**src/rtl/sp_pkg.sv**
```systemverilog
package sp_pkg;
  typedef enum logic {DIR_ASC = 1'b0, DIR_DESC = 1'b1} sp_dir_e;
endpackage

```
**src/rtl/sp_lru.sv**
```systemverilog
module sp_lru #(
  parameter int DEPTH = 12
) (
  input  logic                                   clk,
  input  logic                                   rst_n,
  input  logic                                   touch_en,
  input  logic [((DEPTH > 1) ? $clog2(DEPTH) : 1)-1:0] touch_idx,
  output logic [((DEPTH > 1) ? $clog2(DEPTH) : 1)-1:0] victim_idx
);
  localparam int IW = (DEPTH > 1) ? $clog2(DEPTH) : 1;

  logic [IW-1:0]    age_q [DEPTH];
  logic [DEPTH-1:0] is_oldest;

  for (genvar g = 0; g < DEPTH; g++) begin : g_old
    assign is_oldest[g] = (age_q[g] == IW'(DEPTH - 1));
  end

  always_comb begin
    victim_idx = '0;
    for (int i = DEPTH - 1; i >= 0; i--)
      if (is_oldest[i]) victim_idx = IW'(i);
  end

  always_ff @(posedge clk or negedge rst_n) begin
    if (!rst_n) begin
      for (int i = 0; i < DEPTH; i++) age_q[i] <= IW'(i);
    end else if (touch_en) begin
      for (int i = 0; i < DEPTH; i++) begin
        if (IW'(i) == touch_idx)             age_q[i] <= '0;
        else if (age_q[i] < age_q[touch_idx]) age_q[i] <= age_q[i] + 1'b1;
      end
    end
  end

  // the ages always stay a permutation, so exactly one entry is oldest
  assert_single_victim_R6: assert property (@(posedge clk) disable iff (!rst_n)
    $countones(is_oldest) == 1);
endmodule

```
**src/rtl/sp_stream_table.sv**
```systemverilog
module sp_stream_table import sp_pkg::*; #(
  parameter int      DEPTH  = 12,
  parameter int      LINE_W = 20,
  parameter sp_dir_e DIR    = DIR_ASC
) (
  input  logic              clk,
  input  logic              rst_n,
  input  logic              probe_valid,
  input  logic [LINE_W-1:0] probe_line,
  input  logic              upd_en,
  input  logic              alloc_en,
  output logic              hit
);
  localparam int IW = (DEPTH > 1) ? $clog2(DEPTH) : 1;

  logic [LINE_W-1:0] addr_q [DEPTH];
  logic [DEPTH-1:0]  vld_q;
  logic [DEPTH-1:0]  match;
  logic [IW-1:0]     hit_idx, victim_idx, touch_idx;
  logic              touch_en;

  for (genvar g = 0; g < DEPTH; g++) begin : g_cmp
    if (DIR == DIR_ASC) begin : g_asc
      assign match[g] = vld_q[g] && (LINE_W'(addr_q[g] + 1'b1) == probe_line);
    end else begin : g_desc
      assign match[g] = vld_q[g] && (LINE_W'(probe_line + 1'b1) == addr_q[g]);
    end
  end

  assign hit = probe_valid && (|match);

  always_comb begin
    hit_idx = '0;
    for (int i = DEPTH - 1; i >= 0; i--)
      if (match[i]) hit_idx = IW'(i);
  end

  assign touch_en  = (upd_en && hit) || alloc_en;
  assign touch_idx = alloc_en ? victim_idx : hit_idx;

  always_ff @(posedge clk or negedge rst_n) begin
    if (!rst_n) begin
      vld_q <= '0;
      for (int i = 0; i < DEPTH; i++) addr_q[i] <= '0;
    end else if (touch_en) begin
      addr_q[touch_idx] <= probe_line;
      vld_q[touch_idx]  <= 1'b1;
    end
  end

  sp_lru #(.DEPTH(DEPTH)) u_lru (
    .clk       (clk),
    .rst_n     (rst_n),
    .touch_en  (touch_en),
    .touch_idx (touch_idx),
    .victim_idx(victim_idx)
  );

  // advancing a hit entry never changes which entries are valid
  assert_hit_keeps_valid_R4: assert property (@(posedge clk) disable iff (!rst_n)
    (upd_en && hit && !alloc_en) |=> $stable(vld_q));
  // a fill leaves at least one valid entry behind
  assert_fill_valid_R5: assert property (@(posedge clk) disable iff (!rst_n)
    alloc_en |=> (|vld_q));
endmodule

```
**src/rtl/sp_pf_slot.sv**
```systemverilog
module sp_pf_slot #(
  parameter int LINE_W = 20
) (
  input  logic              clk,
  input  logic              rst_n,
  input  logic              load_en,
  input  logic [LINE_W-1:0] load_line,
  input  logic              pf_ready,
  output logic              pf_valid,
  output logic [LINE_W-1:0] pf_line
);
  always_ff @(posedge clk or negedge rst_n) begin
    if (!rst_n) begin
      pf_valid <= 1'b0;
      pf_line  <= '0;
    end else if (load_en) begin
      pf_valid <= 1'b1;
      pf_line  <= load_line;
    end else if (pf_ready) begin
      pf_valid <= 1'b0;
    end
  end

  // a stalled request is held unchanged
  assert_stall_hold_R9: assert property (@(posedge clk) disable iff (!rst_n)
    (pf_valid && !pf_ready && !load_en) |=> (pf_valid && $stable(pf_line)));
  // an accepted request with nothing newer leaves the slot empty
  assert_drain_R9: assert property (@(posedge clk) disable iff (!rst_n)
    (pf_valid && pf_ready && !load_en) |=> !pf_valid);
endmodule

```
**src/rtl/stream_prefetcher.sv**
```systemverilog
module stream_prefetcher import sp_pkg::*; #(
  parameter int LINE_W    = 20,
  parameter int ASC_DEPTH = 12,
  parameter int DSC_DEPTH = 4,
  parameter int PAGE_BITS = 6
) (
  input  logic              clk,
  input  logic              rst_n,
  input  logic              acc_valid,
  input  logic [LINE_W-1:0] acc_line,
  output logic              pf_valid,
  output logic [LINE_W-1:0] pf_line,
  input  logic              pf_ready
);
  function automatic logic [LINE_W-1:0] step_line(input logic [LINE_W-1:0] l, input sp_dir_e d);
    return (d == DIR_ASC) ? LINE_W'(l + 1'b1) : LINE_W'(l - 1'b1);
  endfunction

  function automatic logic same_page(input logic [LINE_W-1:0] a, input logic [LINE_W-1:0] b);
    return (a >> PAGE_BITS) == (b >> PAGE_BITS);
  endfunction

  logic              asc_hit, dsc_hit, any_hit, miss_fill, issue;
  logic [LINE_W-1:0] cand_line;
  sp_dir_e           hit_dir;

  assign any_hit   = asc_hit || dsc_hit;
  assign miss_fill = acc_valid && !any_hit;
  assign hit_dir   = asc_hit ? DIR_ASC : DIR_DESC;
  assign cand_line = step_line(acc_line, hit_dir);
  assign issue     = any_hit && same_page(cand_line, acc_line);

  sp_stream_table #(.DEPTH(ASC_DEPTH), .LINE_W(LINE_W), .DIR(DIR_ASC)) u_asc (
    .clk        (clk),
    .rst_n      (rst_n),
    .probe_valid(acc_valid),
    .probe_line (acc_line),
    .upd_en     (1'b1),
    .alloc_en   (miss_fill),
    .hit        (asc_hit)
  );

  sp_stream_table #(.DEPTH(DSC_DEPTH), .LINE_W(LINE_W), .DIR(DIR_DESC)) u_dsc (
    .clk        (clk),
    .rst_n      (rst_n),
    .probe_valid(acc_valid),
    .probe_line (acc_line),
    .upd_en     (!asc_hit),
    .alloc_en   (miss_fill),
    .hit        (dsc_hit)
  );

  sp_pf_slot #(.LINE_W(LINE_W)) u_slot (
    .clk      (clk),
    .rst_n    (rst_n),
    .load_en  (issue),
    .load_line(cand_line),
    .pf_ready (pf_ready),
    .pf_valid (pf_valid),
    .pf_line  (pf_line)
  );

  // an issued request is exactly one line from the triggering access
  assert_one_line_R10: assert property (@(posedge clk) disable iff (!rst_n)
    issue |=> (pf_valid && ((pf_line == LINE_W'($past(acc_line) + 1'b1)) ||
                            (pf_line == LINE_W'($past(acc_line) - 1'b1)))));
  // an issued request stays in the page of its trigger
  assert_in_page_R8: assert property (@(posedge clk) disable iff (!rst_n)
    issue |=> ((pf_line >> PAGE_BITS) == ($past(acc_line) >> PAGE_BITS)));
  // a double hit resolves upward
  assert_asc_wins_R7: assert property (@(posedge clk) disable iff (!rst_n)
    (asc_hit && dsc_hit && issue) |=> (pf_line == LINE_W'($past(acc_line) + 1'b1)));
  // a miss never raises a new request
  assert_miss_quiet_R5: assert property (@(posedge clk) disable iff (!rst_n)
    (miss_fill && !pf_valid) |=> !pf_valid);
endmodule

```
**config.mk**
```make
export PLATFORM = sky130hd
export DESIGN_NAME = stream_prefetcher
export DESIGN_NICKNAME = d
export VERILOG_FILES = /design/src/rtl/sp_pkg.sv /design/src/rtl/sp_lru.sv /design/src/rtl/sp_stream_table.sv /design/src/rtl/sp_pf_slot.sv /design/src/rtl/stream_prefetcher.sv
export SDC_FILE = /design/constraint.sdc
export NUM_CORES = 1
export LEC_CHECK = 0
export CORE_MARGIN = 2
export CORE_UTILIZATION = 50
export DETAILED_ROUTE_END_ITERATION = 6
export HOLD_SLACK_MARGIN = 0.03
export PLACE_DENSITY = 0.77
export REMOVE_ABC_BUFFERS = 1
export SLEW_MARGIN = 5
export SYNTH_ARGS = -nofsm -noshare
export SYNTH_HDL_FRONTEND = slang
export SYNTH_SLANG_ARGS = --single-unit
```
**constraint.sdc**
```tcl
create_clock -name clk -period 8.1 [get_ports clk]
set_input_delay 1.62 -clock clk [delete_from_list [all_inputs] [get_ports clk]]
set_output_delay 1.62 -clock clk [all_outputs]
set_load 0.02 [all_outputs]
```
== Word level (Yosys, flattened, before mapping) ==
Cells that the tools add are included.
Word-level totals
  bits in registers: 413
  bits of input ports: 24
  output and inout bits: 21
  word-level logic and storage cells: 293
Cells by class
  add/subtract/negate cells: 30
  order comparisons: 24
  equality and inequality tests: 47
  mux-type cells: 85
  bitwise logic cells: 4
  reduce and logical (&&, ||, !) cells: 67
Operators with widths (number)
  == test 20 bit: 16
  adder 20 x 1 -> 20 bit, second input constant: 13
  bitwise mux 240 bit: 1
  2-to-1 mux 4 bit: 51
  bitwise mux 80 bit: 1
  demux 20 bit (select 4 bit): 1
  2-to-1 mux 20 bit: 3
  adder 4 x 1 -> 4 bit, second input constant: 12
  == test 4 bit, second input constant: 12
  < comparator 4 bit: 12
  demux 20 bit (select 2 bit): 1
  2-to-1 mux 2 bit: 19
  nonzero test 2 bit: 17
  AND reduction 2 bit: 16
  logical AND 1 bit: 25
  subtractor 20 x 1 -> 20 bit, second input constant: 1
  binary-select mux 4 bit (select 4 bit): 1
  == test 3 x 4 -> 1 bit, first input constant: 4
  == test 4 bit, first input constant: 4
  == test 14 bit: 1
  OR 12 bit: 1
  OR reduction 12 bit: 1
  adder 2 x 1 -> 2 bit, second input constant: 4
  == test 2 bit, second input constant: 4
  25 further kinds: 36

== Longest topological paths before layout ==
Gate-level depths: netlist of the first run.
  word-level depth: 23
  mapped depth: 32
  depth with buffers taken out: 25

== Cells and area by module ==
Synthesis of the first run repeated with hierarchy kept, for this count alone.
Unflattened totals
  cell total of the unflattened synthesis: 3468
  area total of the unflattened synthesis: 32860.3 sq um
By module, submodules not included
  sp_stream_table at u_asc: instances 1, cells an instance 1985, area an instance 18781.8 sq um, seq. area each 6306.0 sq um
  sp_stream_table at u_dsc: instances 1, cells an instance 637, area an instance 6560.0 sq um, seq. area each 2102.0 sq um
  sp_lru at u_asc.u_lru: instances 1, cells an instance 540, area an instance 4631.9 sq um, seq. area each 1226.2 sq um
  stream_prefetcher: instances 1, cells an instance 173, area an instance 1246.2 sq um, seq. area each 0.0 sq um
  sp_pf_slot: instances 1, cells an instance 45, area an instance 855.8 sq um, seq. area each 525.5 sq um
  sp_lru at u_dsc.u_lru: instances 1, cells an instance 88, area an instance 784.5 sq um, seq. area each 205.2 sq um

== Least setup slack after synthesis of the first run ==
No wires, ideal clock.
  path kind: input to register
  start: in acc_line[0]
  end: reg u_asc.u_lru.age_q[47] in the netlist's numbering
  library setup time: 0.069 ns
  arrival time: 7.942 ns
  data required time: 8.031 ns
  path slack: 0.089 ns
  stages: 29
  buffers on the path: 7
  cell sequence: buf_2 buf_2 buf_4 inv_1 clkbuf_1 ha_1 buf_1 xnor2_1 and3_1 o311ai_0 a2111oi_0 o2111ai_1 a2111oi_2 o211a_1 nand3b_1 nor2b_1 a41oi_4 buf_2 buf_1 mux2i_1 a21oi_1 a31oi_1 ha_1 a21o_1 a21oi_1 o31ai_2 a21o_2 or4_1 nand3_1
On the way
  word-level cells in the longest chain between the ends: 22
  elaborated cells between the ends (all ways): 63
  those cells by class: add/sub: 1; order compare: 1; eq/ne: 16; mux: 17; bitwise: 1; reduce/logical: 27
RTL lines
  start, declared: line stream_prefetcher.sv:10  | input logic [LINE_W-1:0] acc_line,
  == test 20 bit: line sp_stream_table.sv:24  | assign match[g] = vld_q[g] && (LINE_W'(addr_q[g] + 1'b1) == probe_line);
  logical AND 1 bit: line sp_stream_table.sv:24
  2-to-1 mux 4 bit (12 in a row): line sp_stream_table.sv:35  | if (match[i]) hit_idx = IW'(i);
  2-to-1 mux 4 bit: line sp_stream_table.sv:39  | assign touch_idx = alloc_en ? victim_idx : hit_idx;
  NOT 4 -> 5 bit (implied by the code): line sp_lru.sv:31  | else if (age_q[i] < age_q[touch_idx]) age_q[i] <= age_q[i] + 1'b1;
  binary-select mux 4 bit (select 4 bit): line sp_lru.sv:31
  2-to-1 mux 4 bit (implied by the code) (2 in a row): line sp_lru.sv:31
  < comparator 4 bit: line sp_lru.sv:31
  nonzero test 2 bit (no source line)
  AND reduction 2 bit (no source line)
  end signal, assigned by index: line sp_lru.sv:30  | if (IW'(i) == touch_idx) age_q[i] <= '0;
  end, declared: line sp_lru.sv:12  | logic [IW-1:0] age_q [DEPTH];
Several ways; a longest one is shown, not always the timed one. The select of a mux whose other input is x is not followed.
A chain may end at the register's enable or synchronous reset.

== Worst setup path after layout of the first run ==
  start: in acc_line[1]
  end: reg u_asc.u_lru.age_q[47] in the netlist's numbering
The elaborated chain is that of the path after synthesis.

==> impl_metrics.yaml, run 1 <==
outcome:
  status: "finished clean"
routing:
  routedWlPerCell_um: 21.9
  final_antenna_net_count: 0
  via_per_inst: 6.37
  drtIter0Drc: 2305
  num_vias: 26100
  first_pass_iters: 5
  routed_wl_mm: 89.7
  drcViolationCount: 0
floorplanning:
  num_io_pins: 45
  row_count: 89
  fp.dieW_um: 248
  fp.dieH_um: 248
  initial_core_util: 0.505
  dieArea_um2: 61600
  core_area_um2: 59000
synth:
  synth-xor-area-share: 0.114
  synth_edf_count: 0
  synthCells: 3287
  syn_avg_cell_area_um2: 9.08
  ys_types: 113
  synthAdderAreaFrac: 0.0294
  ys.warnings.count: 0
  synth-seq-area-share: 0.347
  synth_top_cell_area_share: 0.326
  ys.flop_type: "dfrtp_1"
  synth_area_leader_cell: "dfrtp_1"
  syn_area_um2: 29800
  synth_compound_area_frac: 0.151
  synth_seq_cells: 413
  synthTopCellsByArea: "dfrtp_1 33%, mux2_2 7.7%, xnor2_1 6.6%"
  synth_top_family_by_area: "simple AND/OR/NAND/NOR gates"
  async_flop_share: 1.00
  yosys.area_share.simple: 0.221
  synth.most_common_cell: "dfrtp_1"
  yosys-top-cells-count: "389 x dfrtp_1, 352 x nand2_1, 245 x o21ai_0"
  synthMuxAreaShare: 0.0961
grt:
  grt_max_degree: 159
  antenna_found_initial: 6
  grt_pass1_wl_mm: 140
  grt_overflow_total: 0
  grtUsageTotal: 0.290
  grt_pass1_vias: 24700
setup_path:
  crit_arrival_ps: 7750
  startpoint_type: "input pin"
  worstPathRequired_ps: 8630
  end_kind: "flop"
  timing_worst_setup_path_type: "input pin to flop"
  critPathMaxFanout: 33
sta:
  max_slew_margin: 0.401
  min_period_ps: 7220
  tightestPinTransition_ps: 899
  final_max_slew_viol_count: 0
  fin_tns_setup_ps: 0
  rsz0062_at_grt: "false"
  hold_violations: 0
  fmax_ghz: 0.139
  skew_ps: 19.2
  post-route-period-util: 0.891
  setup_viol: 0
clock_tree:
  cts_tree: "built"
  hold_buffers: 0
  clk_latency_ps: 600
  cts_made_buffers: 46
  clockRootBuffer: "clkbuf_16"
  clkTransAtPathRegs_ps: 60
  cts-resized-gates: 0
  cts_setup_buffers: 0
  clk_path_buf_depth: 3
  cts_max_level: 2
  numClockSinks: 413
flow_run:
  drv_cap: 0
place:
  gp_congestion: 0.965
  port_buffers: 44
  dp.cells: 4013
  hpwl_mm: 62.8
power_and_ir_drop:
  p_leak_uw: 0.0137
  p_per_area_nw_per_um2: 226
  max-vdd-ir-drop_mv: 0.194
final_layout:
  fin_nets: 3382
  final_layout_size_suffix_gt1_frac: 0.166
  synthToLayoutAreaGrowth_pct: 10.6
  finalNonFillerCells: 4100
min_path:
  hold_class: "flop to flop"
==> critical path: stages <==
cell and delay, ps:
buf_2 220, ha_1 350, xor2_1 380, xnor2_1 170, o311ai_0 160, a2111oi_0 550, o2111ai_1 320, a2111oi_2 330
o211a_1 240, nand3b_1 280, nor2b_1 150, a41oi_4 220, buf_12 240, nor2b_1 70, a211oi_1 210, a211oi_1 80
a21oi_1 130, nor2_1 50, a31oi_1 190, buf_4 210, ha_1 260, a21o_1 190, a21oi_1 180, o31ai_2 90
a21o_2 270, or4_1 500, nand3_1 90
==> logic make-up (layout without fill, tap and decap cells) <==
kind of cell / Yosys count / after routing
mux: 257 / 257
flops: 413 / 413
simple gates: 1209 / 1209
xor+xnor: 372 / 372
compound gates: 680 / 680
other cells: 0 / 1
fa+ha+maj: 70 / 70
buf+inv: 286 / 325
==> power breakdown <==
| group | switching (µW) | internal, µW |
|---|---|---|
| Sequential | 537 | 2510 |
| Clock | 924 | 1430 |
| Combinational | 1080 | 971 |
==> layout by cell type, fill, tap and decap left out, drive strengths merged, types with 18 or more instances in the layout <==
master and n:
nand3 141, and4 28, or3 23, clkdlybuf4s50 23
nor3 78, buf 145, mux2i 50, nor3b 19
nand2b 41, mux2 204, and2 27, nor2b 33
xnor2 228, clkbuf 62, nor4 65, nand2 353
nor2 142, o21ai 258, dfstp 24, inv 72
and3 52, o2111ai 18, a31oi 34, o211ai 43
a211oi 27, or2 24, nand4 86, xor2 135
ha 70, a21oi 85, dfrtp 389, or4 28
==> per-stage QoR <==
stage / power [µW] / hold slack, ps / instance area, µm² / util / setup WS (ps)
4_1_cts: 7430 / 467 / 33000 / 0.559 / 1070
3_3_place_gp: 5000 / 447 / 31300 / 0.530 / 547
3_5_place_dp: 5060 / 447 / 31300 / 0.530 / 448
5_1_grt: 7830 / 477 / 33000 / 0.559 / 360
6_report: 7450 / 466 / 33000 / 0.559 / 882
2_1_floorplan: 4370 / 425 / 28900 / - / 237
==> registers in the layout (all words and copies together), names as in the netlist <==
| name | cells |
|---|---|
| u_asc.addr_q | 240 |
| u_dsc.vld_q | 4 |
| u_asc.u_lru.age_q | 48 |
| u_dsc.u_lru.age_q | 8 |
| u_dsc.addr_q | 80 |
| u_slot.pf_line | 20 |
| u_asc.vld_q | 12 |
| u_slot.pf_valid | 1 |
==> path summary, 6_finish.rpt <==
kind / slack (ps) / to / depth (start not counted) / startpoint
hold reg to reg: 470 / u_asc.vld_q[9]$_DFFE_PN0P_ / 1 / u_asc.vld_q[9]$_DFFE_PN0P_
hold / removal: 470 / u_asc.vld_q[9]$_DFFE_PN0P_ / 1 / u_asc.vld_q[9]$_DFFE_PN0P_
max in group asynchronous: 5290 / u_slot.pf_line[4]$_DFFE_PN0P_ / 3 / rst_n
setup reg to reg: 1560 / u_asc.u_lru.age_q[47]$_DFFE_PN0P_ / 25 / u_asc.addr_q[40]$_DFFE_PN0P_
min in group asynchronous: 1000 / u_asc.addr_q[55]$_DFFE_PN0P_ / 1 / rst_n
setup / recovery: 880 / u_asc.u_lru.age_q[47]$_DFFE_PN0P_ / 27 / acc_line[1]
==> area by class of cell <==
class / instances / area, µm²
Multi-Input combinational cell: 2588 / 18300
Sequential cell: 413 / 10400
Inverter: 71 / 267
Clock inverter: 24 / 355
Fill cell: 5155 / 26000
Timing Repair Buffer: 168 / 1390
Antenna cell: 1 / 2.50
Clock buffer: 62 / 1350
Tap cell: 773 / 967
==> per-layer routing <==
| layer | global-route usage | vias up | wire [µm] |
|---|---|---|---|
| met2 | 0.461 | 1055 | 41000 |
| met4 | 0.122 | 6 | 3810 |
| li1 | - | 12100 | - |
| met3 | 0.0576 | 231 | 7400 |
| met1 | 0.387 | 12800 | 37400 |
| met5 | 0 | - | 38 |
No activity file was read; power rests on OpenSTA's default activity.
==> run 2, diff against run 1 <==
Settings changed: SETUP_SLACK_MARGIN set to 0.05.
==> results of run 2 <==
No change in the layout: final DEF, timing and power equal those of run 1.
